==> src/rtl/pbd_pkg.sv <==
package pbd_pkg;
  // on-chip regions, index into int_sel
  localparam int RGN_RAM0 = 0;
  localparam int RGN_RAM1 = 1;
  localparam int RGN_DRAM = 2;
  localparam int RGN_BROM = 3;
  localparam int NUM_INT  = 4;

  // last offsets of the on-chip regions inside their page
  localparam int RAM0_LAST = 'h3FFF;
  localparam int RAM1_LAST = 'h7FFF;
  localparam int DRAM_LAST = 'h9FFF;
  localparam int BROM_LAST = 'h0FFF;
endpackage

==> src/rtl/pbd_bound_regs.sv <==
module pbd_bound_regs #(
  parameter int NUM_BANKS = 4,
  parameter int PAGE_W    = 8
) (
  input  logic                              clk,
  input  logic                              rst,
  input  logic                              cfg_we,
  input  logic [(NUM_BANKS-1)*PAGE_W-1:0]   cfg_pages,
  output logic [NUM_BANKS-1:0][PAGE_W-1:0]  starts
);
  localparam int PAGES_PER_BANK = (1 << PAGE_W) / NUM_BANKS;

  logic              legal;
  logic [PAGE_W-1:0] prev;

  // the new split must ascend strictly above page 1 and stop below the top page
  always_comb begin
    legal = 1'b1;
    prev  = PAGE_W'(1);
    for (int i = 1; i < NUM_BANKS; i++) begin
      if (cfg_pages[(i-1)*PAGE_W +: PAGE_W] <= prev) legal = 1'b0;
      prev = cfg_pages[(i-1)*PAGE_W +: PAGE_W];
    end
    if (prev == {PAGE_W{1'b1}}) legal = 1'b0;
  end

  always_ff @(posedge clk) begin
    if (rst) begin
      starts[0] <= PAGE_W'(1);
      for (int i = 1; i < NUM_BANKS; i++)
        starts[i] <= PAGE_W'(i * PAGES_PER_BANK);
    end else if (cfg_we && legal) begin
      for (int i = 1; i < NUM_BANKS; i++)
        starts[i] <= cfg_pages[(i-1)*PAGE_W +: PAGE_W];
    end
  end
endmodule

==> src/rtl/pbd_addr_decode.sv <==
module pbd_addr_decode
  import pbd_pkg::*;
#(
  parameter int ADDR_W          = 24,
  parameter int PAGE_W          = 8,
  parameter int NUM_BANKS       = 4,
  parameter int IO_OFS_W        = 10,
  parameter int IO_PAGE_W       = 8,
  parameter int IO_ONCHIP_PAGES = 32
) (
  input  logic [ADDR_W-1:0]                 addr,
  input  logic                              io,
  input  logic [NUM_BANKS-1:0][PAGE_W-1:0]  starts,
  output logic [NUM_INT-1:0]                int_hit,
  output logic [NUM_BANKS:0]                ext_hit
);
  localparam int OFS_W = ADDR_W - PAGE_W;

  logic [PAGE_W-1:0]    page;
  logic [OFS_W-1:0]     ofs;
  logic [IO_PAGE_W-1:0] io_page;
  logic [NUM_BANKS-1:0] in_bank;

  assign page    = addr[ADDR_W-1 -: PAGE_W];
  assign ofs     = addr[OFS_W-1:0];
  assign io_page = addr[IO_OFS_W +: IO_PAGE_W];

  // range test per bank: at or above its start, below the next start
  for (genvar i = 0; i < NUM_BANKS; i++) begin : g_bank
    if (i == NUM_BANKS - 1) begin : g_last
      assign in_bank[i] = (page >= starts[i]);
    end else begin : g_mid
      assign in_bank[i] = (page >= starts[i]) && (page < starts[i+1]);
    end
  end

  always_comb begin
    int_hit = '0;
    ext_hit = '0;
    if (io) begin
      ext_hit[NUM_BANKS] = (io_page >= IO_PAGE_W'(IO_ONCHIP_PAGES));
    end else if (page == '0) begin
      if (ofs <= OFS_W'(RAM0_LAST))      int_hit[RGN_RAM0] = 1'b1;
      else if (ofs <= OFS_W'(RAM1_LAST)) int_hit[RGN_RAM1] = 1'b1;
      else if (ofs <= OFS_W'(DRAM_LAST)) int_hit[RGN_DRAM] = 1'b1;
    end else if (page == {PAGE_W{1'b1}}) begin
      if (ofs <= OFS_W'(BROM_LAST))      int_hit[RGN_BROM] = 1'b1;
    end else begin
      ext_hit[NUM_BANKS-1:0] = in_bank;
    end
  end
endmodule

==> src/rtl/pbd_wait_ctrl.sv <==
module pbd_wait_ctrl #(
  parameter int NUM_EXT = 5,
  parameter int NUM_INT = 4,
  parameter int WAIT_W  = 4
) (
  input  logic                        clk,
  input  logic                        rst,
  input  logic                        start,
  input  logic                        write,
  input  logic [NUM_INT-1:0]          int_hit,
  input  logic [NUM_EXT-1:0]          ext_hit,
  input  logic [NUM_EXT*WAIT_W-1:0]   rd_wait,
  input  logic [NUM_EXT*WAIT_W-1:0]   wr_wait,
  output logic [NUM_INT-1:0]          int_q,
  output logic [NUM_EXT-1:0]          ext_q,
  output logic                        rdy_q
);
  logic              busy;
  logic [WAIT_W-1:0] cnt;
  logic [WAIT_W-1:0] wsel;

  // wait count of the hit space; zero for on-chip or empty targets
  always_comb begin
    wsel = '0;
    for (int i = 0; i < NUM_EXT; i++)
      if (ext_hit[i])
        wsel = write ? wr_wait[i*WAIT_W +: WAIT_W] : rd_wait[i*WAIT_W +: WAIT_W];
  end

  always_ff @(posedge clk) begin
    if (rst) begin
      busy  <= 1'b0;
      rdy_q <= 1'b0;
      cnt   <= '0;
      int_q <= '0;
      ext_q <= '0;
    end else if (busy) begin
      if (rdy_q) begin
        busy  <= 1'b0;
        rdy_q <= 1'b0;
        int_q <= '0;
        ext_q <= '0;
      end else begin
        cnt <= cnt - 1'b1;
        if (cnt == WAIT_W'(1)) rdy_q <= 1'b1;
      end
    end else if (start) begin
      busy  <= 1'b1;
      int_q <= int_hit;
      ext_q <= ext_hit;
      cnt   <= wsel;
      rdy_q <= (wsel == '0);
    end
  end
endmodule

==> src/rtl/paged_bank_decoder.sv <==
module paged_bank_decoder
  import pbd_pkg::*;
#(
  parameter int ADDR_W          = 24,
  parameter int PAGE_W          = 8,
  parameter int NUM_BANKS       = 4,
  parameter int WAIT_W          = 4,
  parameter int IO_OFS_W        = 10,
  parameter int IO_PAGE_W       = 8,
  parameter int IO_ONCHIP_PAGES = 32,
  localparam int NUM_EXT        = NUM_BANKS + 1,
  localparam int BND_W          = (NUM_BANKS - 1) * PAGE_W
) (
  input  logic                       clk,
  input  logic                       rst,
  input  logic                       acc_start,
  input  logic                       acc_io,
  input  logic                       acc_write,
  input  logic [ADDR_W-1:0]          acc_addr,
  input  logic                       cfg_bnd_we,
  input  logic [BND_W-1:0]           cfg_bnd_pages,
  input  logic [NUM_EXT*WAIT_W-1:0]  cfg_rd_wait,
  input  logic [NUM_EXT*WAIT_W-1:0]  cfg_wr_wait,
  input  logic [NUM_EXT-1:0]         cfg_sel_pol,
  output logic [NUM_INT-1:0]         int_sel,
  output logic [NUM_BANKS-1:0]       bank_cs,
  output logic                       io_cs,
  output logic                       ready
);
  logic [NUM_BANKS-1:0][PAGE_W-1:0] starts;
  logic [NUM_INT-1:0]               int_hit;
  logic [NUM_EXT-1:0]               ext_hit;
  logic [NUM_INT-1:0]               int_q;
  logic [NUM_EXT-1:0]               ext_q;

  pbd_bound_regs #(.NUM_BANKS(NUM_BANKS), .PAGE_W(PAGE_W)) i_bounds (
    .clk(clk), .rst(rst), .cfg_we(cfg_bnd_we), .cfg_pages(cfg_bnd_pages),
    .starts(starts)
  );

  pbd_addr_decode #(
    .ADDR_W(ADDR_W), .PAGE_W(PAGE_W), .NUM_BANKS(NUM_BANKS),
    .IO_OFS_W(IO_OFS_W), .IO_PAGE_W(IO_PAGE_W), .IO_ONCHIP_PAGES(IO_ONCHIP_PAGES)
  ) i_decode (
    .addr(acc_addr), .io(acc_io), .starts(starts),
    .int_hit(int_hit), .ext_hit(ext_hit)
  );

  pbd_wait_ctrl #(.NUM_EXT(NUM_EXT), .NUM_INT(NUM_INT), .WAIT_W(WAIT_W)) i_wait (
    .clk(clk), .rst(rst), .start(acc_start), .write(acc_write),
    .int_hit(int_hit), .ext_hit(ext_hit),
    .rd_wait(cfg_rd_wait), .wr_wait(cfg_wr_wait),
    .int_q(int_q), .ext_q(ext_q), .rdy_q(ready)
  );

  // polarity bit 0 = active-low, 1 = active-high
  assign int_sel = int_q;
  assign bank_cs = ext_q[NUM_BANKS-1:0] ~^ cfg_sel_pol[NUM_BANKS-1:0];
  assign io_cs   = ext_q[NUM_BANKS] ~^ cfg_sel_pol[NUM_BANKS];
endmodule

==> config.mk <==
export PLATFORM = sky130hd
export DESIGN_NAME = paged_bank_decoder
export DESIGN_NICKNAME = d
export VERILOG_FILES = /design/src/rtl/pbd_pkg.sv /design/src/rtl/pbd_bound_regs.sv /design/src/rtl/pbd_addr_decode.sv /design/src/rtl/pbd_wait_ctrl.sv /design/src/rtl/paged_bank_decoder.sv
export SDC_FILE = /design/constraint.sdc
export NUM_CORES = 1
export LEC_CHECK = 0
export ABC_CLOCK_PERIOD_IN_PS = 4900
export BUFFER_PORTS_ARGS = -buffer_cell sky130_fd_sc_hd__clkbuf_2
export CORE_MARGIN = 4
export CORE_UTILIZATION = 45
export DETAILED_ROUTE_END_ITERATION = 6
export PLACE_DENSITY_LB_ADDON = 0.05
export SYNTH_ARGS = -nofsm -noshare
export SYNTH_HDL_FRONTEND = slang
export SYNTH_SLANG_ARGS = --single-unit
==> constraint.sdc <==
create_clock -name clk -period 4.9 [get_ports clk]
set_input_delay 0.49 -clock clk [delete_from_list [all_inputs] [get_ports clk]]
set_output_delay 0.49 -clock clk [all_outputs]
set_load 0.01 [all_outputs]
Word level (Yosys, flattened, before mapping)

Cells that the tools add are included.

Reductions and logical operators: 9
Equal/unequal tests: 5
Magnitude comparators: 15
Bitwise operators: 2
Add/sub/neg operators: 1
Mux-type cells: 44

Operators by type and width:

| operator             | count |
|---|---|
| $mux 4               | 20 |
| $ge 8x8->1           | 3 |
| $lt 8x8->1           | 3 |
| $mux 1               | 19 |
| $eq 8x8->1 const B   | 2 |
| $le 16x12->1 const B | 1 |
| $le 16x14->1 const B | 1 |
| $le 16x15->1 const B | 1 |
| $le 16x16->1 const B | 1 |
| $le 8x8->1           | 2 |
| $mux 5               | 3 |
| $ge 8x1->1 const B   | 1 |
| $ge 8x6->1 const B   | 1 |
| $le 8x1->1 const B   | 1 |
| $logic_not 8->1      | 1 |
| $eq 4x1->1 const B   | 1 |
| $logic_and 1x1->1    | 4 |
| $logic_not 4->1      | 1 |
| $reduce_and 2->1     | 2 |
| $sub 4x1->4 const B  | 1 |
| $xnor 4x4->4         | 1 |
| $mux 3               | 1 |
| $mux 2               | 1 |
| $ne 2x1->1 const B   | 1 |
| 3 further kinds      | 3 |

Output and inout bits: 10
Register bits after elaboration: 39
Input port bits: 99
Word-level logic and storage cells: 84

Depth between registers and ports, before layout

Word-level depth: 13
Gate-level depth with buffers: 12
Depth with buffers taken out: 10

Hierarchy

A second synthesis with hierarchy kept.

Cells, all modules: 428
Area, all modules: 3,603.5 um^2

By module, submodules not included:

| module             | instances | seq. area each (um^2) | cells each | area each (um^2) |
|---|---|---|---|---|
| pbd_bound_regs     | 1         | 480.5                 | 173        | 1,586.5 |
| pbd_wait_ctrl      | 1         | 300.3                 | 124        | 1,043.5 |
| pbd_addr_decode    | 1         | 0.0                   | 126        | 929.6 |
| paged_bank_decoder | 1         | 0.0                   | 5          | 43.8 |

Worst setup path before layout

OpenSTA, ideal clock, no wires.

Path type: input to register
From: in acc_addr[16]
To: reg i_wait.rdy_q
Library setup time: 0.070 ns
Cell stages on the path: 10
Path buffers: 0
Data required time: 4.830 ns
Path slack: 2.191 ns
Data arrival time: 2.639 ns
Path through: inv_1 ha_1 nand2b_1 a2111o_1 a21oi_2 nor3_2 a221o_1 a21o_1 or4_1 a21oi_1

Cells in the longest elaborated chain, start to end: 13
Elaborated cells between the ends (all ways): 25
Classes of those cells: order compare (8); eq/ne (1); mux (11); reduce/logical (5)

Ends and longest elaborated chain:

| what                                     | line                     | RTL |
|---|---|---|
| from (decl)                              | paged_bank_decoder.sv:19 | `input logic [ADDR_W-1:0] acc_addr,` |
| $ge 8x1->1 or $lt 8x8->1 (tied branches) | pbd_addr_decode.sv:33    | `assign in_bank[i] = (page >= starts[i]) && (page < starts[i+1]);` |
| $logic_and 1x1->1                        | pbd_addr_decode.sv:33    |  |
| $mux 4                                   | pbd_addr_decode.sv:46    | `end else if (page == {PAGE_W{1'b1}}) begin` |
| $mux 4                                   | pbd_addr_decode.sv:42    | `end else if (page == '0) begin` |
| $mux 4                                   | pbd_addr_decode.sv:40    | `if (io) begin` |
| $mux 4 (4 in series)                     | pbd_wait_ctrl.sv:26      | `if (ext_hit[i])` |
| $mux 4 *                                 | pbd_wait_ctrl.sv:26      |  |
| $logic_not 4->1 *                        | pbd_wait_ctrl.sv:52      | `rdy_q <= (wsel == '0);` |
| $mux 1 *                                 | pbd_wait_ctrl.sv:47      | `end else if (start) begin` |
| $mux 1 *                                 | pbd_wait_ctrl.sv:37      | `end else if (busy) begin` |
| to (signal assigned)                     | pbd_wait_ctrl.sv:52      |  |
| to (decl)                                | pbd_wait_ctrl.sv:16      | `output logic rdy_q` |

Every way passes the cells marked *; elsewhere a longest branch is shown, timed or not. The select of a mux whose other input is x is not followed.
A chain may end at the register's enable or synchronous reset.

Worst setup path after layout

Same ends and word-level chain as after synthesis.

==> run summary <==
top cells by count, synth: inv_1, ha_1, nor2_1
CORE AREA: 6790 µm²
root cell of the clock tree: clkbuf_8
DRT iter0 DRCs: 89
Core Rows: 30
Max Cap Viol: 0
CTS Buffer Depth: 2
CP Launch Point: acc_addr[16]
Crit Path Max Fanout: 6
CP arrival: 3.07 ns
initial antenna violation count: 0
Tot GR Track Use: 19.2%
Clock Sinks: 39
Layout Area Growth over Synthesis: 21.6%
Routed WL per cell: 14.4 µm
count leader, synth: inv_1
CP max-delay cell: o311ai_0
cell area after synthesis: 3140 µm²
Final ANT Viol Nets: 0
worst r2r src: i_bounds.starts[9]
Worst-Margin Slew: 0.880 ns
Largest stage delay, worst path: 0.55 ns
async set or reset register ratio after synthesis: 0%
Yosys warnings: 0
Synth area leader: dfxtp_1
WP data required: 5.12 ns
Port Buffer Count: 96
clk slew on worst S/H paths: 0.08 ns
Yosys top cell area share: 24.8%
final non-filler cell total: 569
outcome: finished, final reports clean
Hold Buf Count CTS: 0
CP endpoint kind: register
Final GP Congestion: 0.781
detailed-route via count: 3,004
Placed Area: 3720 µm²
worst hold path type: input pin to register
first-pass GRT wire length: 13,100 µm
full die area: 8390 µm²
hold path start: cfg_bnd_pages[23]
slew margin rel.: 40.8%
Synth Instances: 378
crit-path cells: clkbuf_2 > inv_1 > ha_1 > nand2b_1 > a2111oi_4 > o21bai_2 > o311ai_0 > a32oi_1 > or4_1 > a21oi_1
startpoint types: input pin
placed cell count: 562
Setup Crit Path Kind: input pin to register
final period utilization: 58.3%
Post-synth EDFFs: 0
Die Wd: 91.6 µm
Residual DRC: 0
syn_nets: 519
num ports: 109
Vias/cell: 5.28
worst-case clock skew: 0.00712 ns
total CTS buffers: 5
H-tree level count: 2
clk_lat worst skew: 0.29 ns
PwrDens: 231 nW/µm²
Synth Flop Type: dfxtp_1
share of cells above drive strength 1: 26.8%
fin nets: 614
minimum period implied by the final worst setup slack: 2.86 ns
Peak Freq: 350 MHz
unrepaired setup endpoints after global routing: no
number of post-CTS setup repair buffers: 0
leakage: 1.92 nW
post-DP HPWL: 6820 µm
setup TNS: 0 ns
Final Hold Fails: 0
Resized cells post-CTS: 0
DRT Pass-1 Iters: 4
grt ovf: 0
Final Setup Violations: 0
synth top area cells: dfxtp_1, ha_1, mux2i_1
antenna cells: 0
Synth Register Bits: 39
DIE HEIGHT: 91.6 µm
maximum vdd ir drop: 158 µV
Seq/Total Area, Yosys: 24.8%
Initial Util: 46.3%
Final Max Slew Viols: 0
number of distinct library cells after synthesis: 54
post-route design area: 3820 µm²
synthesized area per cell: 8.32 µm²
WL final: 8180 µm
CTS tree: yes
pin count of the biggest net entering global routing: 37
vias in the first global route: 2,873
-- metrics by stage --
stage | hold WS, ns | utilization [%] | power (mW) | worst slack (ns)
2_1_floorplan | 0.445 | - | 0.529 | 2.19
3_3_place_gp | 0.442 | 54.7 | 0.617 | 1.78
3_5_place_dp | 0.450 | 54.7 | 0.624 | 1.78
4_1_cts | 0.452 | 56.3 | 0.891 | 2.06
5_1_grt | 0.458 | 56.3 | 0.938 | 1.92
6_report | 0.457 | 56.3 | 0.883 | 2.04
-- flip-flops by register name, summed over array words and instances (netlist names) --
name             flops
i_wait.rdy_q         1
i_bounds.starts     24
i_wait.busy          1
i_wait.cnt           4
i_wait.ext_q         5
i_wait.int_q         4
-- logic make-up (layout without fill, tap and decap cells) --
logic type | Yosys count | count (layout) | share of synthesized area [%]
compound gates | 82 | 82 | 18.7
xor+xnor | 5 | 5 | 1.39
fa+ha+maj | 42 | 42 | 16.7
buf+inv | 55 | 150 | 6.72
flops | 39 | 39 | 24.8
mux | 42 | 42 | 13.8
simple gates | 113 | 113 | 17.9
-- critical path, delay by kind of cell --
family                     cells  cell delay, ns
AOI/OAI and AO/OA              5            1.47
adders and majority gates      1            0.29
buffers and inverters          2            0.21
and+or+nand+nor                2            0.61
-- cell type report --
| type | count | area [µm²] |
|---|---|---|
| clock inverters | 2 | 37.5 |
| repair buffers | 98 | 495 |
| flip-flops and latches | 39 | 781 |
| inverters | 45 | 169 |
| clock buffers | 5 | 68.8 |
| fillers | 682 | 2970 |
| multi-input cells | 284 | 2150 |
| well taps | 96 | 120 |
-- power by group --
group	internal (mW)	switching [mW]
Sequential	0.332	0.0133
Clock	0.149	0.118
Combinational	0.126	0.144
Total	0.607	0.276
-- metal layers --
metal | wire length, µm | track usage [%]
met1 | 3900 | 26.1
met5 | 0 | 0
met3 | 387 | 3.65
met4 | 64 | 4.40
met2 | 3820 | 31.3
-- cell usage in the layout (no fill, tap or decap), types with 2 or more instances in the layout --
cell type  instances
nor4_1             3
a21oi_2            2
a211oi_1           3
dfxtp_1           39
nor3_1            10
o211ai_1           5
o21a_1             7
mux2i_1           32
a21oi_1           28
nor2_1            42
o21ai_0            6
buf_4              2
nor2b_1            6
a22oi_1            6
or4_1              3
nor3b_1            2
nand2_1           19
mux2_2            10
xnor2_1            5
o22ai_1            3
nand4_1           14
nand3_1            2
clkbuf_8           5
a21o_1             3
ha_1              42
or3_1              2
clkbuf_2          96
inv_1             45
a32oi_1            2
nand2b_1           3
-- worst paths after layout --
path                                            end  slack (ns)  cells past startpoint
worst min register to register      i_wait.int_q[2]        0.46                      2
worst max register to register         i_wait.rdy_q        2.14                     10
worst min-delay path            i_bounds.starts[31]        0.46                      3
worst max-delay path                   i_wait.rdy_q        2.04                     10
No activity file was read; power rests on OpenSTA's default activity.
